--- src/rtl/snd_dec_pkg.sv ---
package snd_dec_pkg;

    typedef enum logic [2:0] {
        RG_NONE,
        RG_RAM,
        RG_FM,
        RG_PSG,
        RG_BANK,
        RG_WIN
    } region_e;

    typedef enum logic [1:0] {
        ST_IDLE,
        ST_ISSUE,
        ST_WAIT,
        ST_DONE
    } seq_state_e;

endpackage

--- src/rtl/snd_region_decode.sv ---
module snd_region_decode
    import snd_dec_pkg::*;
#(
    parameter int ADDR_W = 16
) (
    input  logic [ADDR_W-1:0] addr,
    input  logic              is_write,
    output region_e           region
);
    localparam logic [ADDR_W-1:0] PSG_MASK  = ADDR_W'('hFFF9);
    localparam logic [ADDR_W-1:0] PSG_MATCH = ADDR_W'('h7F11);
    localparam logic [7:0]        BANK_HI   = 8'h60;

    logic in_win, in_fm, in_ram, in_psg, in_bank;

    always_comb begin
        in_win  = addr[ADDR_W-1];
        in_fm   = (addr[ADDR_W-1 -: 3] == 3'b010);
        in_ram  = (addr[ADDR_W-1 -: 2] == 2'b00);
        in_psg  = ((addr & PSG_MASK) == PSG_MATCH);
        in_bank = (addr[ADDR_W-1 -: 8] == BANK_HI);
    end

    always_comb begin
        if (in_win)
            region = RG_WIN;
        else if (in_fm)
            region = RG_FM;
        else if (in_ram)
            region = RG_RAM;
        else if (in_psg)
            region = is_write ? RG_PSG : RG_NONE;
        else if (in_bank)
            region = is_write ? RG_BANK : RG_NONE;
        else
            region = RG_NONE;
    end

endmodule

--- src/rtl/snd_bank_shift.sv ---
module snd_bank_shift #(
    parameter int BANK_W = 9
) (
    input  logic              clk,
    input  logic              rst_n,
    input  logic              shift_en,
    input  logic              bit_in,
    output logic [BANK_W-1:0] bank
);
    always_ff @(posedge clk) begin
        if (!rst_n)
            bank <= '0;
        else if (shift_en)
            bank <= {bit_in, bank[BANK_W-1:1]};
    end

endmodule

--- src/rtl/snd_byte_seq.sv ---
module snd_byte_seq
    import snd_dec_pkg::*;
#(
    parameter int ADDR_W = 16,
    parameter int DATA_W = 8
) (
    input  logic                  clk,
    input  logic                  rst_n,
    input  logic [ADDR_W-1:0]     cp_addr,
    input  logic [2*DATA_W-1:0]   cp_wdata,
    input  logic                  cp_rd,
    input  logic                  cp_wr,
    input  logic                  cp_wide,
    input  region_e               region,
    input  logic [DATA_W-1:0]     ram_rdata,
    input  logic [DATA_W-1:0]     fm_rdata,
    input  logic [DATA_W-1:0]     mb_rdata,
    input  logic                  mb_ack,
    output logic [ADDR_W-1:0]     cur_addr,
    output logic [DATA_W-1:0]     cur_wdata,
    output logic                  cur_we,
    output logic                  ram_cs,
    output logic                  fm_cs,
    output logic                  psg_cs,
    output logic                  bank_shift,
    output logic                  mb_req,
    output logic                  cp_done,
    output logic [2*DATA_W-1:0]   cp_rdata
);
    localparam logic [DATA_W-1:0] OPEN_BUS = '1;

    seq_state_e state_q, state_d;

    logic [ADDR_W-1:0]   base_q;
    logic [2*DATA_W-1:0] wdata_q;
    logic [2*DATA_W-1:0] rdata_q;
    logic                we_q;
    logic                wide_q;
    logic                hi_q;

    logic                byte_end;
    logic                more_lanes;
    logic [DATA_W-1:0]   local_byte;

    assign cur_addr  = base_q + ADDR_W'(hi_q);
    assign cur_wdata = hi_q ? wdata_q[2*DATA_W-1:DATA_W] : wdata_q[DATA_W-1:0];
    assign cur_we    = we_q;
    assign cp_rdata  = rdata_q;

    assign more_lanes = wide_q && !hi_q;

    always_comb begin
        unique case (region)
            RG_RAM:  local_byte = ram_rdata;
            RG_FM:   local_byte = fm_rdata;
            default: local_byte = OPEN_BUS;
        endcase
    end

    // the current byte finishes this cycle
    always_comb begin
        byte_end = 1'b0;
        unique case (state_q)
            ST_ISSUE: byte_end = (region != RG_WIN);
            ST_WAIT:  byte_end = mb_ack;
            default:  byte_end = 1'b0;
        endcase
    end

    always_comb begin
        state_d = state_q;
        unique case (state_q)
            ST_IDLE:  if (cp_rd || cp_wr) state_d = ST_ISSUE;
            ST_ISSUE: begin
                if (region == RG_WIN)
                    state_d = ST_WAIT;
                else
                    state_d = more_lanes ? ST_ISSUE : ST_DONE;
            end
            ST_WAIT:  if (mb_ack) state_d = more_lanes ? ST_ISSUE : ST_DONE;
            ST_DONE:  state_d = ST_IDLE;
            default:  state_d = ST_IDLE;
        endcase
    end

    always_ff @(posedge clk) begin
        if (!rst_n)
            state_q <= ST_IDLE;
        else
            state_q <= state_d;
    end

    always_ff @(posedge clk) begin
        if (!rst_n) begin
            base_q  <= '0;
            wdata_q <= '0;
            rdata_q <= '0;
            we_q    <= 1'b0;
            wide_q  <= 1'b0;
            hi_q    <= 1'b0;
        end else begin
            if (state_q == ST_IDLE && (cp_rd || cp_wr)) begin
                base_q  <= cp_addr;
                wdata_q <= cp_wdata;
                we_q    <= cp_wr;
                wide_q  <= cp_wide;
                hi_q    <= 1'b0;
            end
            if (byte_end) begin
                if (hi_q)
                    rdata_q[2*DATA_W-1:DATA_W] <= (state_q == ST_WAIT) ? mb_rdata : local_byte;
                else
                    rdata_q[DATA_W-1:0] <= (state_q == ST_WAIT) ? mb_rdata : local_byte;
                if (more_lanes)
                    hi_q <= 1'b1;
            end
        end
    end

    always_comb begin
        ram_cs     = 1'b0;
        fm_cs      = 1'b0;
        psg_cs     = 1'b0;
        bank_shift = 1'b0;
        mb_req     = 1'b0;
        cp_done    = 1'b0;
        unique case (state_q)
            ST_ISSUE: begin
                ram_cs     = (region == RG_RAM);
                fm_cs      = (region == RG_FM);
                psg_cs     = (region == RG_PSG);
                bank_shift = (region == RG_BANK);
            end
            ST_WAIT:  mb_req  = 1'b1;
            ST_DONE:  cp_done = 1'b1;
            default:  ;
        endcase
    end

endmodule

--- src/rtl/snd_addr_decoder.sv ---
module snd_addr_decoder
    import snd_dec_pkg::*;
#(
    parameter int ADDR_W  = 16,
    parameter int DATA_W  = 8,
    parameter int BANK_W  = 9,
    parameter int WIN_W   = 15,
    parameter int LOC_W   = 13
) (
    input  logic                 clk,
    input  logic                 rst_n,
    input  logic [ADDR_W-1:0]    cp_addr,
    input  logic [2*DATA_W-1:0]  cp_wdata,
    input  logic                 cp_rd,
    input  logic                 cp_wr,
    input  logic                 cp_wide,
    output logic [2*DATA_W-1:0]  cp_rdata,
    output logic                 cp_done,
    output logic [LOC_W-1:0]     loc_addr,
    output logic [DATA_W-1:0]    loc_wdata,
    output logic                 loc_we,
    output logic                 ram_cs,
    input  logic [DATA_W-1:0]    ram_rdata,
    output logic                 fm_cs,
    input  logic [DATA_W-1:0]    fm_rdata,
    output logic                 psg_cs,
    output logic                 mb_req,
    output logic [BANK_W+WIN_W-1:0] mb_addr,
    output logic                 mb_we,
    output logic [DATA_W-1:0]    mb_wdata,
    input  logic [DATA_W-1:0]    mb_rdata,
    input  logic                 mb_ack
);
    region_e           region;
    logic [ADDR_W-1:0] cur_addr;
    logic [DATA_W-1:0] cur_wdata;
    logic              cur_we;
    logic              bank_shift;
    logic [BANK_W-1:0] bank_q;

    snd_region_decode #(.ADDR_W(ADDR_W)) u_decode (
        .addr     (cur_addr),
        .is_write (cur_we),
        .region   (region)
    );

    snd_bank_shift #(.BANK_W(BANK_W)) u_bank (
        .clk      (clk),
        .rst_n    (rst_n),
        .shift_en (bank_shift),
        .bit_in   (cur_wdata[0]),
        .bank     (bank_q)
    );

    snd_byte_seq #(.ADDR_W(ADDR_W), .DATA_W(DATA_W)) u_seq (
        .clk        (clk),
        .rst_n      (rst_n),
        .cp_addr    (cp_addr),
        .cp_wdata   (cp_wdata),
        .cp_rd      (cp_rd),
        .cp_wr      (cp_wr),
        .cp_wide    (cp_wide),
        .region     (region),
        .ram_rdata  (ram_rdata),
        .fm_rdata   (fm_rdata),
        .mb_rdata   (mb_rdata),
        .mb_ack     (mb_ack),
        .cur_addr   (cur_addr),
        .cur_wdata  (cur_wdata),
        .cur_we     (cur_we),
        .ram_cs     (ram_cs),
        .fm_cs      (fm_cs),
        .psg_cs     (psg_cs),
        .bank_shift (bank_shift),
        .mb_req     (mb_req),
        .cp_done    (cp_done),
        .cp_rdata   (cp_rdata)
    );

    assign loc_addr  = cur_addr[LOC_W-1:0];
    assign loc_wdata = cur_wdata;
    assign loc_we    = cur_we;
    assign mb_addr   = {bank_q, cur_addr[WIN_W-1:0]};
    assign mb_we     = cur_we;
    assign mb_wdata  = cur_wdata;

endmodule

--- config.mk ---
export PLATFORM = sky130hd
export DESIGN_NAME = snd_addr_decoder
export DESIGN_NICKNAME = d
export VERILOG_FILES = /design/src/rtl/snd_dec_pkg.sv /design/src/rtl/snd_region_decode.sv /design/src/rtl/snd_bank_shift.sv /design/src/rtl/snd_byte_seq.sv /design/src/rtl/snd_addr_decoder.sv
export SDC_FILE = /design/constraint.sdc
export NUM_CORES = 1
export LEC_CHECK = 0
export BUFFER_PORTS_ARGS = -buffer_cell sky130_fd_sc_hd__buf_2
export CAP_MARGIN = 10
export CORE_MARGIN = 5
export CORE_UTILIZATION = 40
export CTS_BUF_LIST = sky130_fd_sc_hd__clkbuf_2
export CTS_CLUSTER_SIZE = 28
export DETAILED_ROUTE_END_ITERATION = 6
export GPL_TIMING_DRIVEN = 0
export PLACE_DENSITY = 0.68
export RECOVER_POWER = 100
export SLEW_MARGIN = 15
export SYNTH_ARGS = -nofsm -noshare
export SYNTH_HDL_FRONTEND = slang
export SYNTH_SLANG_ARGS = --single-unit
--- constraint.sdc ---
create_clock -name clk -period 8 [get_ports clk]
set_input_delay 0.8 -clock clk [delete_from_list [all_inputs] [get_ports clk]]
set_output_delay 0.8 -clock clk [all_outputs]
set_load 0.01 [all_outputs]
Yosys cells after proc, flatten, opt, wreduce, memory -nomap -nowiden
Cells that the tools add are included.
{"block": "op_classes", "n_mux": 25, "eq_ne": 14, "add_sub_neg": 1, "n_reduce_logical": 9, "bitwise": 1}
{"op": "3-bit two-way mux", "n": 6}
{"op": "16-bit by 1-bit adder with 16-bit output", "n": 1}
{"op": "8-bit two-way mux", "n": 2}
{"op": "8-bit case mux with 2 select lines", "n": 1}
{"op": "14-bit by 13-bit equality test with 1-bit output (second input constant)", "n": 1}
{"op": "2-bit two-way mux", "n": 5}
{"op": "3-bit by 2-bit equality test with 1-bit output (second input constant)", "n": 3}
{"op": "1-bit two-way mux", "n": 9}
{"op": "8-bit by 7-bit equality test with 1-bit output (second input constant)", "n": 1}
{"op": "2-bit case mux with 4 select lines", "n": 1}
{"op": "3-bit equality test (second input constant)", "n": 2}
{"op": "2-bit AND reduction", "n": 3}
{"op": "2-bit equality test (second input constant)", "n": 2}
{"op": "2-bit logical NOT", "n": 2}
{"op": "3-bit by 1-bit equality test with 1-bit output (second input constant)", "n": 1}
{"op": "3-bit inequality test (second input constant)", "n": 1}
{"op": "2-bit by 1-bit equality test with 1-bit output (second input constant)", "n": 1}
{"op": "1-bit logical AND", "n": 2}
{"op": "2-bit by 1-bit inequality test with 1-bit output (second input constant)", "n": 1}
{"op": "2-bit inequality test (second input constant)", "n": 1}
{"op": "1-bit case mux with 2 select lines", "n": 1}
{"op": "1-bit logical NOT", "n": 1}
{"op": "1-bit logical OR", "n": 1}
{"op": "1-bit inverter", "n": 1}
{"block": "word_totals", "ff_bits": 62, "word_cells": 59, "out_inout_bits": 76, "input_bits": 62}

Depth between registers and ports, before layout
Gate-level depths: netlist of run 1.
{"block": "logic_depth", "word_depth": 10, "ltp_mapped": 10, "ltp_nobuf": 9}

By module
From an unflattened synthesis of run 1, not the netlist that was laid out.
{"block": "hier_totals", "hier_cells": 359, "area_unflattened_um2": 3049.2}
{"mod": "snd_byte_seq", "cells_each": 298, "seq_area_each_um2": 1061.0, "area_each_um2": 2459.9, "instances": 1}
{"mod": "snd_bank_shift", "cells_each": 28, "seq_area_each_um2": 180.2, "area_each_um2": 337.8, "instances": 1}
{"mod": "snd_addr_decoder", "cells_each": 22, "seq_area_each_um2": 0.0, "area_each_um2": 165.2, "instances": 1}
{"mod": "snd_region_decode", "cells_each": 11, "seq_area_each_um2": 0.0, "area_each_um2": 86.3, "instances": 1}

Least setup slack after synthesis of run 1
OpenSTA, ideal clock, no wires.
{"block": "synth_path", "path_kind": "register to output", "from": "reg u_seq.hi_q", "to": "out psg_cs", "t_arrival_ns": 2.442, "required_time_ns": 7.200, "n_path_buf": 0, "path_slack_ns": 4.758, "stages_incl_launch_ff": 9, "cell_sequence": "dfxtp_1 -> ha_1 -> ha_1 -> nand4_1 -> nor2_1 -> and3_1 -> xor2_1 -> nand4b_1 -> nor4b_1"}
{"block": "synth_between", "elab_chain_len": 9, "word_cells_on_any_way": 12, "cone_classes": "1 x add/sub; 4 x eq/ne; 6 x mux; 1 x reduce/logical"}
{"item": "start, declared", "line_no": "snd_byte_seq.sv:39", "rtl": "logic hi_q;"}
{"item": "start signal, assigned", "line_no": "snd_byte_seq.sv:100", "rtl": "hi_q <= 1'b0;"}
{"item": "start signal, assigned", "line_no": "snd_byte_seq.sv:107", "rtl": "hi_q <= 1'b0;"}
{"item": "start signal, assigned", "line_no": "snd_byte_seq.sv:115", "rtl": "hi_q <= 1'b1;"}
{"item": "16-bit by 1-bit adder with 16-bit output (*)", "line_no": "snd_byte_seq.sv:45", "rtl": "assign cur_addr = base_q + ADDR_W'(hi_q);"}
{"item": "via loc_addr[10]", "line_no": "snd_addr_decoder.sv:19", "rtl": "output logic [LOC_W-1:0] loc_addr,"}
{"item": "8-bit by 7-bit equality test with 1-bit output", "line_no": "snd_region_decode.sv:21", "rtl": "in_bank = (addr[ADDR_W-1 -: 8] == BANK_HI);"}
{"item": "3-bit two-way mux", "line_no": "snd_region_decode.sv:33", "rtl": "else if (in_bank)"}
{"item": "3-bit two-way mux (*)", "line_no": "snd_region_decode.sv:31", "rtl": "else if (in_psg)"}
{"item": "3-bit two-way mux (*)", "line_no": "snd_region_decode.sv:29", "rtl": "else if (in_ram)"}
{"item": "3-bit two-way mux (*)", "line_no": "snd_region_decode.sv:27", "rtl": "else if (in_fm)"}
{"item": "3-bit two-way mux (*)", "line_no": "snd_region_decode.sv:25", "rtl": "if (in_win)"}
{"item": "3-bit by 2-bit equality test with 1-bit output (*)", "line_no": "snd_byte_seq.sv:131", "rtl": "psg_cs = (region == RG_PSG);"}
{"item": "1-bit two-way mux (*)", "line_no": "snd_byte_seq.sv:127", "rtl": "unique case (state_q)"}
{"item": "end, declared", "line_no": "snd_addr_decoder.sv:26", "rtl": "output logic psg_cs,"}
Mark *: on every way through the listed nets, which the timed path passes. The rest lies on a longest branch.

Worst setup path in the final report of run 1
{"block": "layout_path", "from": "reg u_seq.hi_q", "to": "out psg_cs"}
{"block": "layout_between", "elab_chain_len": 9, "word_cells_on_any_way": 12, "cone_classes": "1 x add/sub; 4 x eq/ne; 6 x mux; 1 x reduce/logical"}
{"item": "16-bit by 1-bit adder with 16-bit output (*)", "line_no": "snd_byte_seq.sv:45"}
{"item": "8-bit by 7-bit equality test with 1-bit output", "line_no": "snd_region_decode.sv:21"}
{"item": "3-bit two-way mux", "line_no": "snd_region_decode.sv:33"}
{"item": "3-bit two-way mux", "line_no": "snd_region_decode.sv:31"}
{"item": "3-bit two-way mux", "line_no": "snd_region_decode.sv:29"}
{"item": "3-bit two-way mux", "line_no": "snd_region_decode.sv:27"}
{"item": "3-bit two-way mux (*)", "line_no": "snd_region_decode.sv:25"}
{"item": "3-bit by 2-bit equality test with 1-bit output (*)", "line_no": "snd_byte_seq.sv:131"}
{"item": "1-bit two-way mux (*)", "line_no": "snd_byte_seq.sv:127"}
Mark *: on every way between the ends. The rest lies on a longest branch, timed or not.

==> results of run 1 <==
power by group through the flow:
| stage | clock network [W] | registers (W) | logic [W] |
|---|---|---|---|
| 6_report | 0.000183 | 0.000358 | 0.000222 |
| 5_1_grt | 0.000203 | 0.000363 | 0.000250 |
| 4_1_cts | 0.000188 | 0.000358 | 0.000236 |
| 3_5_place_dp | 0 | 0.000365 | 0.000235 |
| 3_3_place_gp | 0 | 0.000364 | 0.000232 |
| 2_1_floorplan | 0 | 0.000362 | 0.000151 |
synthesized netlist by cell type, types with 5 or more instances:
cell type / number
sky130_fd_sc_hd__dfxtp_1: 62
sky130_fd_sc_hd__nor3_1: 21
sky130_fd_sc_hd__a21boi_0: 34
sky130_fd_sc_hd__nand4_1: 6
sky130_fd_sc_hd__a221o_1: 16
sky130_fd_sc_hd__xor2_1: 9
sky130_fd_sc_hd__mux2_2: 8
sky130_fd_sc_hd__nand2_1: 86
sky130_fd_sc_hd__ha_1: 6
sky130_fd_sc_hd__inv_1: 7
sky130_fd_sc_hd__mux2i_1: 10
sky130_fd_sc_hd__xnor2_1: 5
sky130_fd_sc_hd__buf_4: 24
sky130_fd_sc_hd__o21ai_1: 8
sky130_fd_sc_hd__nand2b_1: 11
sky130_fd_sc_hd__clkbuf_1: 19
sky130_fd_sc_hd__nand3_1: 5
sky130_fd_sc_hd__nor2_1: 18
sky130_fd_sc_hd__and3_1: 11
kinds of logic after synthesis:
group                    after synthesis  share of synthesized area
AND/OR/NAND/NOR                      176                     0.2610
AO/OA/AOI/OAI                         73                     0.1657
flip-flops                            62                     0.3662
buffers and inverters                 53                    0.08785
multiplexers                          18                    0.05611
XOR/XNOR                              15                    0.04098
adder cells (fa/ha/maj)                6                    0.02215
cell usage in the layout, fill, tap and decap left out, types with 2 or more instances in the layout:
cell type | Yosys | final
sky130_fd_sc_hd__buf_4 | 24 | 21
sky130_fd_sc_hd__nor2_1 | 18 | 19
sky130_fd_sc_hd__a21boi_0 | 34 | 35
sky130_fd_sc_hd__ha_1 | 6 | 6
sky130_fd_sc_hd__clkbuf_1 | 19 | 83
sky130_fd_sc_hd__clkbuf_4 | 0 | 3
sky130_fd_sc_hd__mux2_1 | 0 | 8
sky130_fd_sc_hd__o21ai_0 | 4 | 5
sky130_fd_sc_hd__a221o_1 | 16 | 16
sky130_fd_sc_hd__nand2b_1 | 11 | 11
sky130_fd_sc_hd__a31oi_1 | 2 | 2
sky130_fd_sc_hd__inv_1 | 7 | 7
sky130_fd_sc_hd__clkbuf_2 | 0 | 10
sky130_fd_sc_hd__nor3_1 | 21 | 21
sky130_fd_sc_hd__buf_2 | 1 | 75
sky130_fd_sc_hd__o21ai_1 | 8 | 7
sky130_fd_sc_hd__o22ai_1 | 2 | 2
sky130_fd_sc_hd__xnor2_1 | 5 | 6
sky130_fd_sc_hd__nor4b_1 | 2 | 3
sky130_fd_sc_hd__nand4_1 | 6 | 6
sky130_fd_sc_hd__dfxtp_1 | 62 | 62
sky130_fd_sc_hd__nor4_4 | 3 | 2
sky130_fd_sc_hd__and2_1 | 3 | 3
sky130_fd_sc_hd__nand3_1 | 5 | 5
sky130_fd_sc_hd__mux2i_1 | 10 | 10
sky130_fd_sc_hd__clkinv_2 | 0 | 2
sky130_fd_sc_hd__nand2_1 | 86 | 86
sky130_fd_sc_hd__nor4_1 | 1 | 3
sky130_fd_sc_hd__nand3_2 | 2 | 2
sky130_fd_sc_hd__xor2_1 | 9 | 9
sky130_fd_sc_hd__and3_1 | 11 | 11
worst min-delay path, cell delays in order, from the launching register on:
cell,delay [ps]
sky130_fd_sc_hd__dfxtp_1,340
sky130_fd_sc_hd__nand2_1,50
sky130_fd_sc_hd__mux2i_1,50
final timing paths:
path / to / slack, ps / cells past startpoint
worst min-delay path: u_bank.bank[0] / 470 / 2
worst max register to register: u_seq.cp_rdata[13] / 4050 / 7
worst max-delay path: psg_cs / 3930 / 7
worst min register to register: u_bank.bank[0] / 470 / 2
registers in the layout, summed over array words and instances (netlist names):
signal          count
u_bank.bank         9
u_seq.base_q       16
u_seq.cp_rdata     16
u_seq.cur_we        1
u_seq.hi_q          1
u_seq.state_q       2
u_seq.wdata_q      16
u_seq.wide_q        1
layout make-up:
| type | count | area share |
|---|---|---|
| clock buffers | 10 | 0.01196 |
| multi-input cells | 288 | 0.4333 |
| clock inverters | 5 | 0.01226 |
| flip-flops and latches | 62 | 0.2967 |
| repair buffers | 137 | 0.1450 |
| inverters | 8 | 0.007177 |
| plain buffers | 45 | 0.06220 |
| well taps | 105 | 0.03140 |
per-layer routing:
metal / vias up / track usage
li1: 1678 / -
met1: 1523 / 0.2349
met2: 104 / 0.3088
met3: 7 / 0.04983
met4: 2 / 0.04945
met5: - / 0
stage by stage:
stage	power, W	utilization	instances
finish	0.0007629	0.5092	660
global route	0.0008160	0.5092	660
CTS	0.0007829	0.5243	660
detailed placement	0.0006000	0.5120	645
global placement	0.0005957	0.5120	645
floorplan	0.0005135	-	403
==> results by stage, run 1 <==
STA:
- The period utilization is 0.5088.
- In the final timing run, aggregate negative setup slack is 0 ps.
- Setup repair after global routing left no endpoint under its margin.
- The highest clock frequency the design can meet is about 250 MHz.
- The total count of max-transition violations in the final report came to 9.
- Setup violations remaining at the end of the flow were counted as 0.
- For the final database, setup skew stands at between 40 and 50 ps.
- The number of hold-slack violations in the final timing report is 0.
- The smallest clock period supported by the final layout is computed as between 4000 and 5000 ps.
- The worst-case setup margin in the final layout is around 4000 ps.
- At the pin with the least slew margin, the transition time is 1650 ps.
- Headroom to the max-slew limit came out at -0.1100.
- The final hold slack is 473.6 ps.

Floorplan:
- The horizontal extent of the die is 102.1 um.
- The die covers about 10000 um2.
- The core region is between 8000 and 9000 um2.
- Row generation in the floorplan step produced 33 rows.
- The die is around 100 um tall.
- In this run the count of I/O pins placed on the die edge is 138.
- The initial utilization of the core area, before any placement, comes to 0.4125.

Routing:
- The detailed-routed wire length on met3 is roughly 720 um.
- After detailed routing, the number of remaining DRC violations is 0.
- The number of DRC markers in iteration 0 is 105.
- The per-cell routed wire length is ~14 um.
- The routed length on met2 is approximately 4.4 mm.
- The routed metal-1 wire length is 4.332 mm.
- The detail route stage leaves a number of antenna-violating nets equal to 0.
- In this run the top signal layer used is met5.
- The first detailed-routing pass ran for 5 iterations.
- The via density per instance is approximately 5.
- The routed design has ~9.5 mm of wire.
- The vias after detailed routing is 3314.

Layout:
- The filler cells instantiated in the layout total ~860.
- Relative to the synthesized area, the layout overhead comes to 23.44%.
- Summing all flip-flop and latch instances after layout gives ~1200 um2.
- After the last flow step, the layout net total stands at 619.
- The number of antenna diodes in the final layout is 0.
- The total area of multi-input combinational cells is roughly 1800 um2.
- The layout cell share with drive strength beyond 1 is 0.2162.
- Summing all non-filler instances in the final layout gives an area of about 4200 um2.

Clock tree:
- The level count of the clock H-tree is 3.
- After clock tree synthesis, the setup repair step added 0 buffers.
- The total clock buffers created by CTS is 9.
- Once the clock tree was built, the resizer swapped 0 gates to a different size.
- No sink is reached through more buffers than the 2 on the longest clock path.
- At the later pin of the worst-skew pair, clock insertion delay measures about 480 ps.
- The count of hold-fix buffers inserted at cts is 0.
- The cell at the root of the clock tree is sky130_fd_sc_hd__clkbuf_2.
- The TritonCTS clock tree is yes.
- The number of sinks handled by clock tree synthesis is between 60 and 70.
- Clock-pin slew was measured on the worst setup and hold paths at about 170 ps.

GRT:
- The initial antenna violation count is 1.
- The sum of overflow across all layers after global routing is 0.
- The total routing resource utilization after global routing is 0.1845.
- Entering global routing, the biggest net connects 11 pins.
- The first global-routing pass estimated ~15 mm of wire.
- The number of global-route vias before repair came to 3264.

Hold path:
- The launch point of the worst hold path is u_bank.bank[0].
- The classification of the worst-slack hold path is flip-flop to flip-flop.

Synthesis:
- The most used flip-flop cell after synthesis is sky130_fd_sc_hd__dfxtp_1.
- The synthesized design spends more area on one cell type than any other, namely sky130_fd_sc_hd__dfxtp_1.
- Summing every instance area after synthesis gives roughly 3400 um2.
- By area the synthesized netlist is led by sky130_fd_sc_hd__dfxtp_1, sky130_fd_sc_hd__nand2_1, sky130_fd_sc_hd__a21boi_0, sky130_fd_sc_hd__buf_4, sky130_fd_sc_hd__a221o_1.
- Of all flip-flops after synthesis, the portion carrying an async set or reset was 0.
- The number of different library cells in the post-synthesis netlist is 45.
- Synthesis produced a netlist whose cell count is between 400 and 500.
- Synthesis inferred between 60 and 70 register bits.
- The total nets after synthesis is 471.
- The synthesized area per cell is 8.411 um2.
- The share of synthesized area in the top cell type comes to 0.3662.
- The synthesis warning total is 0.
- In this run, synthesis inferred 0 flip-flops with an integrated enable.
- The sequential area share after synthesis is 0.3662.

Power:
- The part of the power in registers is 0.470.
- For this design the total switching power over the nets is around 0.00027 W.
- For this design the ratio of total power to cell area is between 150 and 200 nW/um2.
- The design internal power is 0.0004976 W.
- The static power due to leakage is ~1.8 nW.
- The worst voltage drop across the vdd grid is roughly 90 uV.
- The clock network fraction of design power is 0.239.
- Of the total power, combinational logic draws 0.291.
- The switching share of power is 0.3477.

Worst setup path:
- The delay of the slowest cell on the worst path is between 500 and 600 ps.
- In this design, the largest share of critical-path delay is due to simple AND/OR/NAND/NOR gates.
- Together, buffers and inverters on the worst path number 1.
- The type of destination of the critical path is a primary output.
- The startpoint type of the worst setup path is a flip-flop.
- For the worst setup path, the data arrival time is 3270 ps.
- The worst-path maximum fanout is 5.
- Walking the worst path, the cells encountered are ha_1, nand4_1, nor4_1, mux2i_1, nand4_1, nor4b_1, clkbuf_1.
- The slowest stage of the critical path belongs to the cell sky130_fd_sc_hd__nor4_1.
- The critical path required time is between 7000 and 8000 ps.
- The critical path starts at u_seq.hi_q.
- The most numerous cell on the critical path is sky130_fd_sc_hd__nand4_1.
- In this run the critical register-to-register path is launched from u_seq.hi_q.
- By startpoint and endpoint, the worst setup path is classified as flip-flop to primary output.

Placement:
- Once detailed placement completed, the half-perimeter wirelength came to approximately 7.3 mm.
- The total of buffers placed on input and output ports is roughly 140.
- The placer congestion estimate is ~0.79.
- The worst setup slack after placement is roughly 4500 ps.
- Summing all placed instances gives a cell area of around 4200 um2.

Flow run:
- The total of max-cap violations is 1.

Status:
- The flow ran to the end, but the final reports show violations.
- The final reports fail on max-capacitance violations, max-slew violations.
No activity file was read; power rests on OpenSTA's default activity.
==> inputs of run 2 (changes only) <==
--- a/config.mk
+++ b/config.mk
@@ -13,7 +13,7 @@
 export CTS_CLUSTER_SIZE = 28
 export DETAILED_ROUTE_END_ITERATION = 6
 export GPL_TIMING_DRIVEN = 0
-export PLACE_DENSITY = 0.68
+export PLACE_DENSITY = 0.71
 export RECOVER_POWER = 100
 export SLEW_MARGIN = 15
 export SYNTH_ARGS = -nofsm -noshare
==> constraint.sdc (replaced) <==
create_clock -name clk -period 3.4 [get_ports clk]
set_input_delay 0.34 -clock clk [delete_from_list [all_inputs] [get_ports clk]]
set_output_delay 0.34 -clock clk [all_outputs]
set_load 0.01 [all_outputs]
==> run 2 against run 1 <==
Effect of this change: die area stayed put; sequential power is 140% higher; count of clock-buffer cells in the layout is 1 lower; highest routed layer is now met4; register-to-register slack worse by 3700 ps; via count is 1.5% higher; final area is 4.8% higher; global-route usage is 0.48 points higher; total power grew to 2.5 times the previous value; critical endpoint unchanged; the flow now finishes without violations.
==> results by stage, run 2 (synthesis results as in run 1) <==
Clock tree:
- TritonCTS built the clock tree.
- The clock latency on the worst-skew pair is 510 ps (+30 ps).
- The tree is rooted in a sky130_fd_sc_hd__clkbuf_2.
- The total clock buffers created by CTS was 9 (unchanged).
- The count of hold-fix buffers inserted at cts is 0 (unchanged).
- The number of sinks handled by clock tree synthesis is 62 (unchanged).
- The worst-case clock buffer depth came to 2 (unchanged).
- The clock edge transition at the registers on the reported setup and hold paths was 180 ps (about the same).
- The level count of the clock H-tree is 3 (unchanged).

Floorplan:
- The die area is 10410 um2 (unchanged).
- The number of placement rows is 33 (unchanged).
- The area of the core region came to 8217 um2 (unchanged).
- The vertical extent of the die was 102.1 um (unchanged).
- The horizontal extent of the die is 102.1 um (unchanged).
- The number of top-level pins is 138 (unchanged).
- The starting density of the core is 0.4125 (unchanged).

Hold path:
- In this run the most critical hold path is launched from cp_wdata[13].
- The hold path depth is 3 (+1).
- The worst hold path terminates at u_seq.wdata_q[13].
- The min-delay analysis places its worst path in the category input port to flip-flop.

STA:
- The final hold slack is 66.55 ps (-407.0 ps).
- The transition time of the tightest slew-check pin is 1075 ps (-574.3 ps).
- The final-report setup violation count is 0 (unchanged).
- The normalized max-slew margin is 0.2775 (+0.3875).
- The number of hold-slack violations in the final timing report is 0 (unchanged).
- The total count of max-transition violations in the final report is 0 (-9).
- The period utilization is 0.9535.
- The worst clock skew on the final layout came to 43.00 ps (-1.369 ps).
- The highest clock frequency the design can meet is around 310 MHz.
- The worst path needs between 3000 and 4000 ps of the cycle, external delays included.

Routing:
- The per-cell routed wire length was 14.83 um (+2.8%).
- The remaining antenna violation count after routing is 0 (unchanged).
- The vias after detailed routing is 3364 (+1.5%).
- The DRC violation count after routing came to 0 (unchanged).
- The via density per instance is 5.021 (about the same).
- The length of the first detailed-routing pass in iterations is 5 (unchanged).
- The sum of routed wire length over all layers is 9.934 mm (+4.4%).
- The number of DRC markers in iteration 0 is 170 (+62%).

Power:
- The part of the power in registers is 0.441 (-0.029).
- The static power due to leakage is 1.967 nW (+6.8%).
- The switching share of power is 0.3402 (-0.007482).
- The total power was 0.001915 W (+150%).
- The clock network fraction of design power is 0.271 (+0.032).
- The ratio of total power to cell area came to 436.7 nW/um2 (+140%).
- The combinational power share is 0.288 (-0.003).
- The design internal power is 0.001264 W (+150%).
- The worst voltage drop across the vdd grid is 240.7 uV (+160%).
- The net switching power of the design is 0.0006515 W (+150%).

Layout:
- The antenna diode count came to 0 (unchanged).
- The final cell count without fillers is 670 (+1.5%).
- The number of fill cells is 842 (-1.8%).
- Compared with the post-synthesis result, the final layout area differs by 29.38%.
- The core occupancy in the finished layout is 0.5337 (+0.02452).
- The number of nets in the layout is 628 (+1.5%).
- The layout cell share with drive strength beyond 1 is 0.2655 (+0.04927).
- Leaving out fill and tap cells, the most frequent cells in the layout are sky130_fd_sc_hd__buf_2, sky130_fd_sc_hd__nand2_1, sky130_fd_sc_hd__clkbuf_1.

Flow run:
- The total of max-cap violations came to 0 (-1).

Worst setup path:
- The capturing point of the worst reg2reg path is u_seq.cp_rdata[0].
- Among cell families on the critical path, the largest total delay comes from simple AND/OR/NAND/NOR gates.
- The class of the most critical setup path is flip-flop to primary output.
- The largest individual stage delay along the critical path comes from the cell sky130_fd_sc_hd__dfxtp_4.
- The critical path required time was 3060 ps (-4140 ps).
- The depth of the worst register-to-register path was 8 (+1).
- The worst-path maximum fanout is 5 (unchanged).
- The cell that appears most often on the critical path is sky130_fd_sc_hd__ha_1.
- The buffer and inverter count on the worst path is 2 (+1).
- The worst register-to-register path begins at u_seq.hi_q.
- Traced cell by cell, the critical path runs through ha_1, ha_1, nand4_1, buf_4, nor2_4, and3_1, xor2_2, nand4b_1, nor4b_2, buf_2.
- The delay of the slowest cell on the worst path was 420 ps (-140 ps).
- The type of destination of the critical path is a primary output.
- The reg2reg setup slack is 400 ps (-3650 ps).
- The startpoint type of the worst setup path is a flip-flop.
- The endpoint arrival time on the critical path came to 2900 ps (-370 ps).

Status:
- The flow ran to the end, and the final reports show no timing, DRC or antenna violations.

Placement:
- The placer congestion estimate is 0.8094 (+2.1%).
- The half-perimeter wire length after detailed placement is 7.463 mm (+2.7%).
- The placed cell count is 645 (unchanged).
- The total of buffers placed on input and output ports came to 137 (unchanged).

GRT:
- The sum of overflow across all layers after global routing is 0 (unchanged).
- The number of global-route vias before repair is 3399 (+4.1%).
- The initial antenna violation count was 0 (-1).
- The total routing resource utilization after global routing is 0.1893 (+0.004847).
- The largest net degree at the start of global routing is 12 (+1).
- The global-route wire length before repair was 15.67 mm (+3.0%).
-- run 2: cell count changes in the layout (fill, tap and decap cells not counted), moves of 2 or more --
cell,delta
sky130_fd_sc_hd__buf_2,+11
sky130_fd_sc_hd__buf_4,+4
sky130_fd_sc_hd__clkbuf_1,-12
sky130_fd_sc_hd__clkbuf_4,+5
sky130_fd_sc_hd__nor2_1,-2
sky130_fd_sc_hd__nor4_1,-2
sky130_fd_sc_hd__nor4b_1,-2
sky130_fd_sc_hd__nor4b_2,+2
-- run 2: worst max path at each step --
stage | startpoint | to | cells after the start
final | u_seq.hi_q | psg_cs | 10
after global routing | u_seq.hi_q | psg_cs | 10
after CTS | u_seq.hi_q | psg_cs | 10
after detailed placement | u_seq.hi_q | u_seq.cp_rdata[4] | 7
after global placement | u_seq.hi_q | u_seq.cp_rdata[2] | 7
after floorplan | u_seq.hi_q | psg_cs | 8
-- run 2: power by group through the flow --
stage          combinational [W]  sequential, W  clock, W
6_report                0.000552       0.000845  0.000518
5_1_grt                 0.000615       0.000852  0.000560
4_1_cts                 0.000565       0.000843  0.000530
3_5_place_dp            0.000556       0.000858         0
3_3_place_gp            0.000545       0.000855         0
2_1_floorplan           0.000356       0.000852         0
-- run 2: stage by stage --
stage	worst slack [ps]	TNS, ps	cell area [um2]
2_1_floorplan	617.8	0	3390
3_3_place_gp	136.3	0	4207
3_5_place_dp	125.2	0	4207
4_1_cts	0.5065	0	4397
5_1_grt	-22.80	-22.80	4385
6_report	158.0	0	4385
-- run 2: worst min-delay path: cells and delay by family --
kind / cells / cell delay [ps]
compound gates: 1 / 60
buf+inv: 1 / 90
simple gates: 1 / 40
-- run 2: routing by layer --
layer | global-route usage | share of wire
met5 | 0 | 0
met4 | 0.08073 | 0.016
met3 | 0.05051 | 0.076
met2 | 0.3093 | 0.49
met1 | 0.2354 | 0.42
-- run 2: final cells by class --
type,instances,area [um2],share of cell area
clock inverters,7,88.84,0.02026
plain buffers,45,261.5,0.05963
well taps,105,131.4,0.02996
flip-flops and latches,62,1245,0.2839
inverters,8,30.03,0.006847
repair buffers,146,688.2,0.1569
multi-input cells,288,1896,0.4322
clock buffers,9,45.04,0.01027
-- run 2: what timing repair did --
item                                    CTS  global route
resized for setup                         8             2
pin swaps                                 1             4
setup buffers                             1             8
endpoints found under the setup margin    3             3
